$ cat src/rtl/jps_pkg.sv
package jps_pkg;

    localparam int LANES      = 4;
    localparam int LANE_W     = 8;
    localparam int COL_W      = LANES * LANE_W;
    localparam int CORE_ENTS  = 8;
    localparam int ENT_W      = $clog2(CORE_ENTS);
    localparam int RUN_MAX    = 84;
    localparam int RUN_W      = $clog2(RUN_MAX + 1);
    localparam int GAP_COLS   = 3;
    localparam int SUB_W      = 2;

    localparam logic [LANE_W-1:0] B_IDLE  = 8'h1C;
    localparam logic [LANE_W-1:0] B_ALIGN = 8'h7C;
    localparam logic [LANE_W-1:0] B_COMMA = 8'hBC;
    localparam logic [LANE_W-1:0] B_TERM  = 8'hFD;
    localparam logic [LANE_W-1:0] B_START = 8'hFB;
    localparam logic [LANE_W-1:0] B_PRE   = 8'h55;
    localparam logic [LANE_W-1:0] B_SFD   = 8'hD5;

    localparam logic [COL_W-1:0] STEER_LONG  = 32'h5500_0707;
    localparam logic [COL_W-1:0] STEER_SHORT = 32'h5555_0707;
    localparam logic [COL_W-1:0] CHECK_LONG  = 32'hDD09_AE5B;
    localparam logic [COL_W-1:0] CHECK_SHORT = 32'hCC08_09CA;

    typedef enum logic [2:0] {
        PH_IDLE,
        PH_PRE,
        PH_STEER,
        PH_CORE,
        PH_CHECK,
        PH_GAP
    } phase_e;

    // One run of the core: column on even steps, column on odd steps, length
    typedef struct packed {
        logic [COL_W-1:0] col_even;
        logic [COL_W-1:0] col_odd;
        logic [RUN_W-1:0] run;
    } core_ent_t;

    typedef struct packed {
        phase_e           phase;
        logic [SUB_W-1:0] sub;
        logic [ENT_W-1:0] ent;
        logic [RUN_W-1:0] cnt;
        logic             pass;
        logic             short_m;
    } seq_st_t;

    function automatic core_ent_t core_lookup(input logic [ENT_W-1:0] idx);
        core_ent_t e;
        unique case (idx)
            3'd0:    e = '{col_even: 32'h7EB5_7EB5, col_odd: 32'h7EB5_7EB5, run: RUN_W'(40)};
            3'd1:    e = '{col_even: 32'h7EEB_7EEB, col_odd: 32'h7EF4_7EF4, run: RUN_W'(8)};
            3'd2:    e = '{col_even: 32'h7E7E_7E7E, col_odd: 32'h7E7E_7E7E, run: RUN_W'(84)};
            3'd3:    e = '{col_even: 32'hF47E_F47E, col_odd: 32'hEB7E_EB7E, run: RUN_W'(7)};
            3'd4:    e = '{col_even: 32'hAB7E_AB7E, col_odd: 32'hAB7E_AB7E, run: RUN_W'(1)};
            3'd5:    e = '{col_even: 32'hB57E_B57E, col_odd: 32'hB57E_B57E, run: RUN_W'(40)};
            3'd6:    e = '{col_even: 32'hEBF4_EBF4, col_odd: 32'hF4EB_F4EB, run: RUN_W'(7)};
            default: e = '{col_even: 32'hF4AB_F4AB, col_odd: 32'hF4AB_F4AB, run: RUN_W'(1)};
        endcase
        return e;
    endfunction

endpackage

$ cat src/rtl/jps_core_rom.sv
module jps_core_rom
    import jps_pkg::*;
(
    input  logic [ENT_W-1:0] idx_i,
    input  logic [RUN_W-1:0] step_i,
    output logic [COL_W-1:0] col_o,
    output logic [RUN_W-1:0] run_o
);
    core_ent_t ent;

    always_comb begin
        ent   = core_lookup(idx_i);
        run_o = ent.run;
        col_o = step_i[0] ? ent.col_odd : ent.col_even;
    end

endmodule

$ cat src/rtl/jps_col_fmt.sv
module jps_col_fmt
    import jps_pkg::*;
(
    input  phase_e           phase_i,
    input  logic [SUB_W-1:0] sub_i,
    input  logic             short_i,
    input  logic [COL_W-1:0] core_col_i,
    output logic [COL_W-1:0] data_o,
    output logic [LANES-1:0] ctrl_o
);
    logic [LANE_W-1:0] gap_byte [LANES];

    // Control-character lane bytes of the gap columns, built per lane
    for (genvar l = 0; l < LANES; l++) begin : g_gap_lane
        always_comb begin
            unique case (sub_i)
                2'd0:    gap_byte[l] = (l == 0) ? B_TERM : B_COMMA;
                2'd1:    gap_byte[l] = B_ALIGN;
                default: gap_byte[l] = B_IDLE;
            endcase
        end
    end

    always_comb begin
        data_o = {LANES{B_IDLE}};
        ctrl_o = '1;
        unique case (phase_i)
            PH_PRE: begin
                if (sub_i == '0) begin
                    data_o = {{(LANES-1){B_PRE}}, B_START};
                    ctrl_o = {{(LANES-1){1'b0}}, 1'b1};
                end else begin
                    data_o = {B_SFD, {(LANES-1){B_PRE}}};
                    ctrl_o = '0;
                end
            end
            PH_STEER: begin
                data_o = short_i ? STEER_SHORT : STEER_LONG;
                ctrl_o = '0;
            end
            PH_CORE: begin
                data_o = core_col_i;
                ctrl_o = '0;
            end
            PH_CHECK: begin
                data_o = short_i ? CHECK_SHORT : CHECK_LONG;
                ctrl_o = '0;
            end
            PH_GAP: begin
                for (int l = 0; l < LANES; l++) begin
                    data_o[l*LANE_W +: LANE_W] = gap_byte[l];
                end
                ctrl_o = '1;
            end
            default: ;
        endcase
    end

endmodule

$ cat src/rtl/jps_lane_stress_seq.sv
module jps_lane_stress_seq
    import jps_pkg::*;
(
    input  logic        clk,
    input  logic        rst_n,
    input  logic        start_i,
    input  logic        short_i,
    input  logic        repeat_i,
    input  logic        ready_i,
    output logic [31:0] col_data_o,
    output logic [3:0]  col_ctrl_o,
    output logic        busy_o,
    output logic        done_o
);
    localparam logic [ENT_W-1:0] LAST_ENT = ENT_W'(CORE_ENTS - 1);
    localparam logic [SUB_W-1:0] GAP_LAST = SUB_W'(GAP_COLS - 1);
    localparam seq_st_t IDLE_ST = '{phase: PH_IDLE, sub: '0, ent: '0, cnt: '0,
                                    pass: 1'b0, short_m: 1'b0};

    seq_st_t          st_q, st_d;
    logic             accept;
    logic             run_end;
    logic [COL_W-1:0] core_col;
    logic [RUN_W-1:0] run_len;

    jps_core_rom u_rom (
        .idx_i  (st_q.ent),
        .step_i (st_q.cnt),
        .col_o  (core_col),
        .run_o  (run_len)
    );

    jps_col_fmt u_fmt (
        .phase_i    (st_q.phase),
        .sub_i      (st_q.sub),
        .short_i    (st_q.short_m),
        .core_col_i (core_col),
        .data_o     (col_data_o),
        .ctrl_o     (col_ctrl_o)
    );

    always_comb begin
        st_d    = st_q;
        accept  = ready_i && (st_q.phase != PH_IDLE);
        run_end = (st_q.cnt == run_len - RUN_W'(1));
        unique case (st_q.phase)
            PH_IDLE: begin
                if (start_i) begin
                    st_d.phase   = PH_PRE;
                    st_d.sub     = '0;
                    st_d.short_m = short_i;
                end
            end
            PH_PRE: begin
                if (accept) begin
                    if (st_q.sub == '0) begin
                        st_d.sub = SUB_W'(1);
                    end else begin
                        st_d.phase = PH_STEER;
                        st_d.sub   = '0;
                    end
                end
            end
            PH_STEER: begin
                if (accept) begin
                    st_d.phase = PH_CORE;
                    st_d.ent   = '0;
                    st_d.cnt   = '0;
                    st_d.pass  = 1'b0;
                end
            end
            PH_CORE: begin
                if (accept) begin
                    if (run_end) begin
                        st_d.cnt = '0;
                        if (st_q.ent == LAST_ENT) begin
                            st_d.ent = '0;
                            if (!st_q.short_m && !st_q.pass) begin
                                st_d.pass = 1'b1;
                            end else begin
                                st_d.phase = PH_CHECK;
                                st_d.pass  = 1'b0;
                            end
                        end else begin
                            st_d.ent = st_q.ent + ENT_W'(1);
                        end
                    end else begin
                        st_d.cnt = st_q.cnt + RUN_W'(1);
                    end
                end
            end
            PH_CHECK: begin
                if (accept) begin
                    st_d.phase = PH_GAP;
                    st_d.sub   = '0;
                end
            end
            PH_GAP: begin
                if (accept) begin
                    if (st_q.sub == GAP_LAST) begin
                        st_d.sub = '0;
                        if (repeat_i) begin
                            st_d.phase   = PH_PRE;
                            st_d.short_m = short_i;
                        end else begin
                            st_d.phase = PH_IDLE;
                        end
                    end else begin
                        st_d.sub = st_q.sub + SUB_W'(1);
                    end
                end
            end
            default: st_d = IDLE_ST;
        endcase
    end

    always_ff @(posedge clk or negedge rst_n) begin
        if (!rst_n) begin
            st_q <= IDLE_ST;
        end else begin
            st_q <= st_d;
        end
    end

    assign busy_o = (st_q.phase != PH_IDLE);
    assign done_o = accept && (st_q.phase == PH_GAP) && (st_q.sub == GAP_LAST);

    AST_IDLE_COLUMN: assert property (@(posedge clk) disable iff (!rst_n)
        !busy_o |-> (col_ctrl_o == 4'hF && col_data_o == 32'h1C1C_1C1C));

    AST_BODY_FLAGS_CLEAR: assert property (@(posedge clk) disable iff (!rst_n)
        (st_q.phase == PH_CORE || st_q.phase == PH_STEER || st_q.phase == PH_CHECK)
        |-> (col_ctrl_o == 4'h0));

    AST_RUN_BOUND: assert property (@(posedge clk) disable iff (!rst_n)
        (st_q.phase == PH_CORE) |-> (st_q.cnt < run_len));

    AST_SECOND_PASS_LONG: assert property (@(posedge clk) disable iff (!rst_n)
        st_q.pass |-> !st_q.short_m);

    AST_STALL_HOLD: assert property (@(posedge clk) disable iff (!rst_n)
        (busy_o && !ready_i) |=> ($stable(col_data_o) && $stable(col_ctrl_o)));

    AST_DONE_SINGLE: assert property (@(posedge clk) disable iff (!rst_n)
        done_o |=> !done_o);

    AST_DONE_IN_GAP: assert property (@(posedge clk) disable iff (!rst_n)
        done_o |-> (busy_o && col_ctrl_o == 4'hF && col_data_o == 32'h1C1C_1C1C));

    AST_MODE_HELD: assert property (@(posedge clk) disable iff (!rst_n)
        (busy_o && !(st_q.phase == PH_PRE && st_q.sub == '0)) |-> $stable(st_q.short_m));

endmodule

$ cat config.mk
export PLATFORM = sky130hd
export DESIGN_NAME = jps_lane_stress_seq
export DESIGN_NICKNAME = d
export VERILOG_FILES = /design/src/rtl/jps_pkg.sv /design/src/rtl/jps_core_rom.sv /design/src/rtl/jps_col_fmt.sv /design/src/rtl/jps_lane_stress_seq.sv
export SDC_FILE = /design/constraint.sdc
export NUM_CORES = 1
export LEC_CHECK = 0
export BUFFER_PORTS_ARGS = -buffer_cell sky130_fd_sc_hd__buf_4
export CORE_AREA = 2 2 73 75
export DETAILED_ROUTE_END_ITERATION = 10
export DIE_AREA = 0 0 75 77
export PLACE_DENSITY_LB_ADDON = 0.08
export SLEW_MARGIN = 20
export SYNTH_ARGS = -nofsm -noshare
export SYNTH_HDL_FRONTEND = slang
export SYNTH_SLANG_ARGS = --single-unit
$ cat constraint.sdc
create_clock -name clk -period 4.1 [get_ports clk]
set_clock_uncertainty 0.2 [all_clocks]
set_input_delay 0.205 -clock clk [delete_from_list [all_inputs] [get_ports clk]]
set_output_delay 0.205 -clock clk [all_outputs]
set_load 0.005 [all_outputs]
Word-level counts from Yosys, hierarchy flattened
Index checks and enable logic that the tools add are counted.
{"block": "classes", "n_addsub": 4, "eq_ne": 27, "muxes": 40, "n_bitwise": 3, "reduce_logical": 20}
{"cell": "71-bit case mux with 7 select lines", "n": 1}
{"cell": "32-bit case mux with 5 select lines", "n": 1}
{"cell": "32-bit two-way mux", "n": 2}
{"cell": "11-bit case mux with 3 select lines", "n": 1}
{"cell": "8-bit case mux with 2 select lines", "n": 2}
{"cell": "29-bit two-way mux", "n": 1}
{"cell": "3-bit two-way mux", "n": 9}
{"cell": "2-bit inequality test (second input constant)", "n": 12}
{"cell": "23-bit two-way mux", "n": 1}
{"cell": "11-bit two-way mux", "n": 2}
{"cell": "5-bit two-way mux", "n": 4}
{"cell": "3-bit equality test (second input constant)", "n": 6}
{"cell": "3-bit case mux with 6 select lines", "n": 1}
{"cell": "5-bit AND reduction", "n": 3}
{"cell": "3-bit by 2-bit equality test with 1-bit output (second input constant)", "n": 4}
{"cell": "11-bit AND reduction", "n": 1}
{"cell": "1-bit two-way mux", "n": 10}
{"cell": "2-bit case mux with 5 select lines", "n": 1}
{"cell": "4-bit case mux with 2 select lines", "n": 1}
{"cell": "4-bit OR reduction", "n": 2}
{"cell": "7-bit by 1-bit adder with 7-bit output (second input constant)", "n": 1}
{"cell": "7-bit equality test", "n": 1}
{"cell": "7-bit two-way mux", "n": 1}
{"cell": "7-bit by 1-bit subtractor with 7-bit output (second input constant)", "n": 1}
{"cell": "17 further kinds", "n": 25}
{"block": "totals", "register_bits": 17, "input_bits": 6, "word_cells": 100}

Longest topological paths before layout
Gate-level depths: netlist (run 1).
{"block": "depth", "depth_word": 7, "ltp_mapped": 11, "depth_no_buf": 9}

By module
From an unflattened synthesis (run 1), not the netlist that was laid out.
{"block": "hier_totals", "cells_unflattened": 340, "area_unflattened_um2": 2377.3}
{"mod": "jps_lane_stress_seq", "instances": 1, "cells_per_inst": 142, "area_each_um2": 1216.2, "seq_area_each_um2": 425.4}
{"mod": "jps_col_fmt", "instances": 1, "cells_per_inst": 141, "area_each_um2": 759.5, "seq_area_each_um2": 0.0}
{"mod": "jps_core_rom", "instances": 1, "cells_per_inst": 57, "area_each_um2": 401.6, "seq_area_each_um2": 0.0}

Worst setup path after synthesis (run 1)
Ideal clock, no wire load.
{"block": "synth_timing", "kind": "register to register", "startpoint": "reg st_q[9] (netlist bit)", "endpoint": "reg st_q[5] (netlist bit)", "t_arrival_ns": 2.335, "t_required_ns": 3.817, "setup_slack_ns": 1.483, "path_stages_with_launch": 11, "n_path_buf": 1, "path_cell_list": "dfrtp_1 -> inv_1 -> ha_1 -> buf_2 -> or4b_1 -> o211ai_2 -> xor2_1 -> o211ai_2 -> nor2_2 -> or4_1 -> o21ai_0"}
{"block": "synth_via", "elab_chain_len": 7, "elab_cells_between_ends": 13}
{"element": "start: declaration", "line_no": "jps_lane_stress_seq.sv:20", "text": "seq_st_t st_q, st_d;"}
{"element": "start signal: assignment", "line_no": "jps_lane_stress_seq.sv:121", "text": "st_q <= st_d;"}
{"element": "3-bit equality test, or another cell as far along", "line_no": "jps_pkg.sv:53", "text": "unique case (idx)"}
{"element": "71-bit case mux with 7 select lines *", "line_no": "jps_pkg.sv:53"}
{"element": "7-bit by 1-bit subtractor with 7-bit output *", "line_no": "jps_lane_stress_seq.sv:45", "text": "run_end = (st_q.cnt == run_len - RUN_W'(1));"}
{"element": "7-bit equality test *", "line_no": "jps_lane_stress_seq.sv:45"}
{"element": "7-bit two-way mux *", "line_no": "jps_lane_stress_seq.sv:74", "text": "if (run_end) begin"}
{"element": "11-bit two-way mux *", "line_no": "jps_lane_stress_seq.sv:73", "text": "if (accept) begin"}
{"element": "11-bit case mux with 3 select lines *", "line_no": "jps_lane_stress_seq.sv:46", "text": "unique case (st_q.phase)"}
Every way passes the cells marked *; elsewhere a longest branch is shown, timed or not. The select of a mux whose other input is x is not followed.
A chain may end at the register's enable or synchronous reset.

Final worst setup path (run 1)
{"block": "layout_timing", "startpoint": "reg st_q[9] (netlist bit)", "endpoint": "out col_data_o[1]"}
{"block": "layout_via", "elab_chain_len": 4, "elab_cells_between_ends": 10}
{"element": "3-bit equality test, or another cell as far along", "line_no": "jps_pkg.sv:53"}
{"element": "71-bit case mux with 7 select lines *", "line_no": "jps_pkg.sv:53"}
{"element": "32-bit two-way mux *", "line_no": "jps_core_rom.sv:14", "text": "col_o = step_i[0] ? ent.col_odd : ent.col_even;"}
{"element": "32-bit case mux with 5 select lines *", "line_no": "jps_col_fmt.sv:27", "text": "unique case (phase_i)"}
{"element": "end: declaration", "line_no": "jps_lane_stress_seq.sv:10", "text": "output logic [31:0] col_data_o,"}
Every way passes the cells marked *; elsewhere a longest branch is shown, timed or not.

==> results.json, run 1 <==
{
  "synth_xor_area_frac": 0.02834,
  "cts_buffers": 3,
  "portBuffers": 43,
  "drt_iter0_drc": 177,
  "synth_mux_area_frac": 0.03875,
  "crit_path_max_fanout": 13,
  "top_regs": "st_q (17)",
  "grt_max_degree": 27,
  "critPathRequiredTime_ps": 3690,
  "yosys.area.top_type_share": 0.1966,
  "die_area_um2": 5775,
  "ios": 44,
  "slew_viol_final": 0,
  "startpoint_type": "register",
  "root_buffer": "clkbuf_8",
  "p_clk_frac": 0.109,
  "synth_edf_count": 0,
  "post-route-period-util": 0.7853,
  "hp-class": "in -> reg",
  "synth-main-ff-cell": "dfrtp_1",
  "drive_gt1_frac": 0.1837,
  "finalInstanceArea_um2": 2562,
  "hpwlAfterDp_um": 4450,
  "synth-simple-area-share": 0.3036,
  "die_h_um": 77,
  "rows": 26,
  "tightest_slew_ps": 783.9,
  "cts_buffer_depth": 2,
  "cts_setup_buffers": 0,
  "synthTopCellsByArea": "dfrtp_1 (20%), nor2_1 (8.0%), ha_1 (6.4%)",
  "critPathCaptureType": "output port",
  "grt_pass1_wl_um": 10150,
  "netlist_area_um2": 2163,
  "critPathKind": "reg -> out",
  "synth-compound-area-share": 0.2869,
  "powerDensity_nw_per_um2": 456.6,
  "synth_top_family_by_area": "simple AND/OR/NAND/NOR gates",
  "dr.pass1.iters": 5,
  "p_leak_uw": 0.001176,
  "cts.clk_slew.worst_paths_ps": 70,
  "grt_pass1_vias": 2137,
  "setup_tns_ps": 0,
  "syn_nets": 329,
  "wl_um": 6026,
  "fillers": 522,
  "synth_fa_ha_area_frac": 0.06362,
  "diodes": 0,
  "ctsHtreeMaxLevel": 1,
  "top_register": "st_q",
  "synth_seq_cells": 17,
  "period_minus_slack_ps": 3220,
  "antenna_found_initial": 0,
  "gp_congestion": 0.8359,
  "syn_avg_cell_area_um2": 6.934,
  "rsz0062_at_grt": "false",
  "ant_nets": 0,
  "wl_per_cell_um": 14.59,
  "grt_overflow_total": 0,
  "max_freq_ghz": 0.3106,
  "power_switching_uw": 497.5,
  "gr-usage-all-layers": 0.2188,
  "dpl-instance-area_um2": 2497,
  "cap_viol_max_count": 0,
  "synth_seq_area_share": 0.1966,
  "syn2layout_area_growth_pct": 18.45,
  "status": "finished, final reports clean",
  "num_vias": 2315,
  "cts_tree": "built",
  "clkSinkCount": 17,
  "p_int_uw": 672.5,
  "drc": 0,
  "ys_types": 53,
  "relSlewSlack": 0.4774,
  "insertion_delay_ps": 250,
  "nets": 361,
  "synthCells": 312,
  "core_area_um2": 4977,
  "largest_reg_flops": 17,
  "viasPerCell": 5.605,
  "setup_viol": 0,
  "initial_utilization": 0.4346,
  "yosysWarnings": 0,
  "netSwitchingFraction": 0.4252,
  "cp.arrival_ps": 2810,
  "synth_top_area_cell": "dfrtp_1",
  "combinationalPowerShare": 0.665,
  "die_x_um": 75,
  "async_flop_share": 1.000,
  "vdd_drop_max_mv": 0.2543,
  "seq_power_share": 0.227,
  "hold_viol": 0
}
[synth_stat cells, types with 2 or more instances]
library cell,n
nor2_1,46
nand2_1,31
o21ai_0,26
a21oi_1,23
dfrtp_1,17
inv_1,16
clkbuf_1,13
ha_1,11
nor3_1,11
nand3_1,8
buf_4,7
or3_1,7
nor2b_1,6
a21o_1,5
mux2i_1,5
nand2b_1,5
o31ai_1,5
or4_1,5
xnor2_1,5
a211oi_1,4
nand3b_1,4
a31oi_1,3
mux2_2,3
o211ai_1,3
o211ai_2,3
o22ai_1,3
a221oi_1,2
a2bb2oi_1,2
and3_1,2
buf_1,2
nor4b_1,2
o21ai_1,2
o22a_1,2
o2bb2ai_1,2
or2_2,2
xor2_1,2
[power groups by stage]
stage / Combinational (µW) / Clock [µW] / Sequential [µW]
global route: 874 / 139 / 274
detailed placement: 778 / 0 / 267
finish: 778 / 127 / 265
floorplan: 514 / 0 / 247
global placement: 772 / 0 / 266
CTS: 783 / 131 / 264
[cell usage in the layout (no fill, tap or decap), drive strengths merged, types with 4 or more instances in the layout]
master / count
nand3: 8
a211oi: 5
mux2i: 5
buf: 48
nand2b: 5
inv: 16
a21oi: 24
dfrtp: 17
nand2: 31
nand3b: 4
o31ai: 5
nor3: 11
xnor2: 5
or3: 7
clkbuf: 4
o21ai: 28
nor2: 47
a21o: 5
or4: 6
nor2b: 6
o211ai: 6
ha: 11
[final timing paths]
check	startpoint	end	slack [ps]	depth (start not counted)
worst max-delay path	st_q[9]$_DFFE_PN0P_	col_data_o[1]	880	10
worst min-delay path	repeat_i	st_q[0]$_DFFE_PN0P_	140	4
worst max register to register	st_q[9]$_DFFE_PN0P_	st_q[5]$_DFFE_PN0P_	1050	9
worst min register to register	st_q[1]$_DFFE_PN0P_	st_q[1]$_DFFE_PN0P_	360	2
max in group asynchronous	rst_n	st_q[10]$_DFFE_PN0P_	3350	2
min in group asynchronous	rst_n	st_q[3]$_DFFE_PN0P_	160	2
[layer usage]
metal	wire length, µm	share of wire	vias to the layer above	track usage
met5	0	0	-	0
met4	76	0.013	0	0.06429
met3	228	0.038	6	0.01840
met2	2667	0.44	58	0.3272
met1	3053	0.51	1082	0.3290
li1	-	-	1169	-
[layout make-up]
type                       instances  area [µm²]  area share
sequential                        17       425.4      0.1660
multi-input combinational        255        1560      0.6089
clock buffer                       4       45.04     0.01758
tap                               70       87.58     0.03418
timing repair buffer              50       380.4      0.1484
inverter                          17       63.81     0.02490
[metrics by stage]
step	worst slack, ps	total power [µW]	utilization	std cells	hold slack [ps]
5_1_grt	641.0	1287	0.5148	413	159.1
3_5_place_dp	1072	1045	0.5018	407	-110.8
6_report	880.4	1170	0.5148	413	144.8
3_3_place_gp	1120	1037	0.5018	407	-111.5
2_1_floorplan	1483	760.6	-	312	-290.6
4_1_cts	905.3	1177	0.5148	413	138.9
[worst max-delay path, stage by stage (launching register included)]
cell	delay (ps)
dfrtp_1	450
inv_1	110
ha_1	380
or3_1	380
a211oi_2	400
or4_1	170
nand3_1	130
nand2_1	150
a21oi_1	50
o22ai_1	200
buf_4	140
[kinds of logic after synthesis]
logic type,count (synthesis)
buf+inv,40
simple gates,135
xor+xnor,7
mux,8
fa+ha+maj,11
flops,17
compound gates,94
[what timing repair did]
item | 4_1_cts | 5_1_grt
gates resized for setup | 0 | 0
hold buffers | 2 | 0
hold endpoints to repair | 18 | 0
Note: power is estimated with default switching activity, not from simulation.
==> inputs of run 2 (changes only) <==
- clock period: 4.1 -> 2.85 ns (I/O delays scaled with it)
==> run 2 against run 1 <==
- routed wire length increased by 11%
- total power increased by 63%
- final cell count increased by 3.6%
- global-route usage increased by 1.8 points
- sequential share of layout area decreased by 1.4 points
- non-clock buffer count increased by 15
- via count increased by 6.0%
- first-iteration DRC count increased by 12%
- utilization increased by 5.0 points
- sequential power increased by 47%
- clock power increased by 49%
==> results.json, run 2 (synthesis gave the netlist of run 1 again) <==
{
  "core_area_um2": 4977,
  "ant_nets": 0,
  "hpwlAfterDp_um": 4891,
  "insertion_delay_ps": 260,
  "cap_viol_max_count": 0,
  "wl_um": 6679,
  "drc": 0,
  "initial_utilization": 0.4346,
  "holdWs_ps": 82.67,
  "drt_iter0_drc": 198,
  "r2r_setup_slack_ps": 50,
  "tightest_slew_ps": 704.6,
  "critPathCaptureType": "register",
  "regArea_um2": 427.9,
  "diodes": 0,
  "viasPerCell": 5.731,
  "root_buffer": "clkbuf_8",
  "nets": 376,
  "wl_met1_um": 3149,
  "slew_viol_final": 0,
  "cp.arrival_ps": 2750,
  "grt_overflow_total": 0,
  "layout_commonest_cell": "buf_4",
  "ios": 44,
  "powerDensity_nw_per_um2": 680.4,
  "top_register": "st_q",
  "post-route-period-util": 0.9825,
  "grt_max_degree": 31,
  "gp_congestion": 0.8704,
  "finalInstanceArea_um2": 2809,
  "die_h_um": 77,
  "setup_viol": 0,
  "max_freq_ghz": 0.3571,
  "startpoint_type": "register",
  "highest_layer": "met4",
  "relSlewSlack": 0.5271,
  "grt_pass1_vias": 2248,
  "routed-wl-met3_um": 301,
  "period_minus_slack_ps": 2800,
  "cts.clk_slew.worst_paths_ps": 70,
  "critPathKind": "reg -> reg",
  "status": "finished, final reports clean",
  "num_vias": 2453,
  "layout_common_cells": "buf_4 (61), nor2_1 (46), nand2_1 (30)",
  "hold_viol": 0,
  "drive_gt1_frac": 0.2737,
  "portBuffers": 43,
  "wl_per_cell_um": 15.61,
  "met2_length_um": 3138,
  "die_x_um": 75,
  "top_regs": "st_q (17)",
  "fillers": 480,
  "dpl-instance-area_um2": 2595,
  "crit_path_max_fanout": 5,
  "hp-class": "in -> async",
  "total_power_uw": 1911,
  "clkSinkCount": 17,
  "grt_pass1_wl_um": 11000,
  "gr-usage-all-layers": 0.2372,
  "die_area_um2": 5775,
  "cts_buffers": 3,
  "antenna_found_initial": 0,
  "syn2layout_area_growth_pct": 29.84,
  "cts_tree": "built",
  "multi_input_comb_area_um2": 1674,
  "cts_buffer_depth": 2,
  "vdd_drop_max_mv": 0.5377,
  "dr.pass1.iters": 5,
  "largest_reg_flops": 17,
  "critPathRequiredTime_ps": 2800,
  "rows": 26,
  "ctsHtreeMaxLevel": 1,
  "p_leak_uw": 0.001275
}
==> run 2: cell count changes in the layout (fill, tap and decap cells not counted), sizes merged <==
cell and change:
buf +15, clkbuf -1, clkinv +1
==> run 2: critical path, cell delays in order (launching register included) <==
cell and delay (ps):
dfrtp_2 460, inv_4 70, ha_2 200, or4_4 560
o211ai_2 180, xor2_1 240, o211ai_2 120, nor2_2 210
nand3_1 180, o31ai_1 270
==> run 2: area by class of cell <==
cell class	instances	share of cell area
Inverter	17	0.02450
Multi-Input combinational cell	255	0.5960
Clock inverter	1	0.001782
Sequential cell	17	0.1523
Clock buffer	3	0.01470
Timing Repair Buffer	65	0.1795
Tap cell	70	0.03118
==> run 2: path summary, 6_finish.rpt <==
check,startpoint,end,cells after the start
max,st_q[10]$_DFFE_PN0P_,st_q[9]$_DFFE_PN0P_,9
min,rst_n,st_q[8]$_DFFE_PN0P_,2
max reg2reg,st_q[10]$_DFFE_PN0P_,st_q[9]$_DFFE_PN0P_,9
min reg2reg,st_q[1]$_DFFE_PN0P_,st_q[1]$_DFFE_PN0P_,2
max in group asynchronous,rst_n,st_q[10]$_DFFE_PN0P_,2
min in group clk,repeat_i,st_q[0]$_DFFE_PN0P_,4
==> run 2: stage by stage <==
| step | util | std cells | setup slack (ps) | setup TNS [ps] |
|---|---|---|---|---|
| 2_1_floorplan | - | 312 | 232.7 | 0 |
| 3_3_place_gp | 0.5214 | 420 | 164.6 | 0 |
| 3_5_place_dp | 0.5214 | 420 | 71.70 | 0 |
| 4_1_cts | 0.5372 | 426 | 11.35 | 0 |
| 5_1_grt | 0.5644 | 428 | -56.77 | -59.85 |
| 6_report | 0.5644 | 428 | 49.96 | 0 |
==> run 2: what timing repair did <==
item / CTS / global route
resized for setup: 4 / 28
pin swaps: 0 / 7
hold endpoints to repair: 18 / 0
endpoints found under the setup margin: 4 / 21
buffers inserted: 0 / 3
hold buffers: 2 / 0
==> run 2: routing by layer <==
metal / track usage / vias up
li1: - / 1207
met1: 0.3449 / 1162
met2: 0.3789 / 72
met3: 0.01708 / 12
met4: 0.05179 / 0
met5: 0 / -
==> run 2: where the power goes <==
group | switching, µW | total [µW] | internal [µW] | leakage, µW
Sequential | 92.1 | 389 | 297 | 0.000209
Combinational | 624 | 1330 | 709 | 0.00104
Clock | 91.3 | 189 | 97.3 | 0.0000255
Total | 808 | 1910 | 1100 | 0.00128
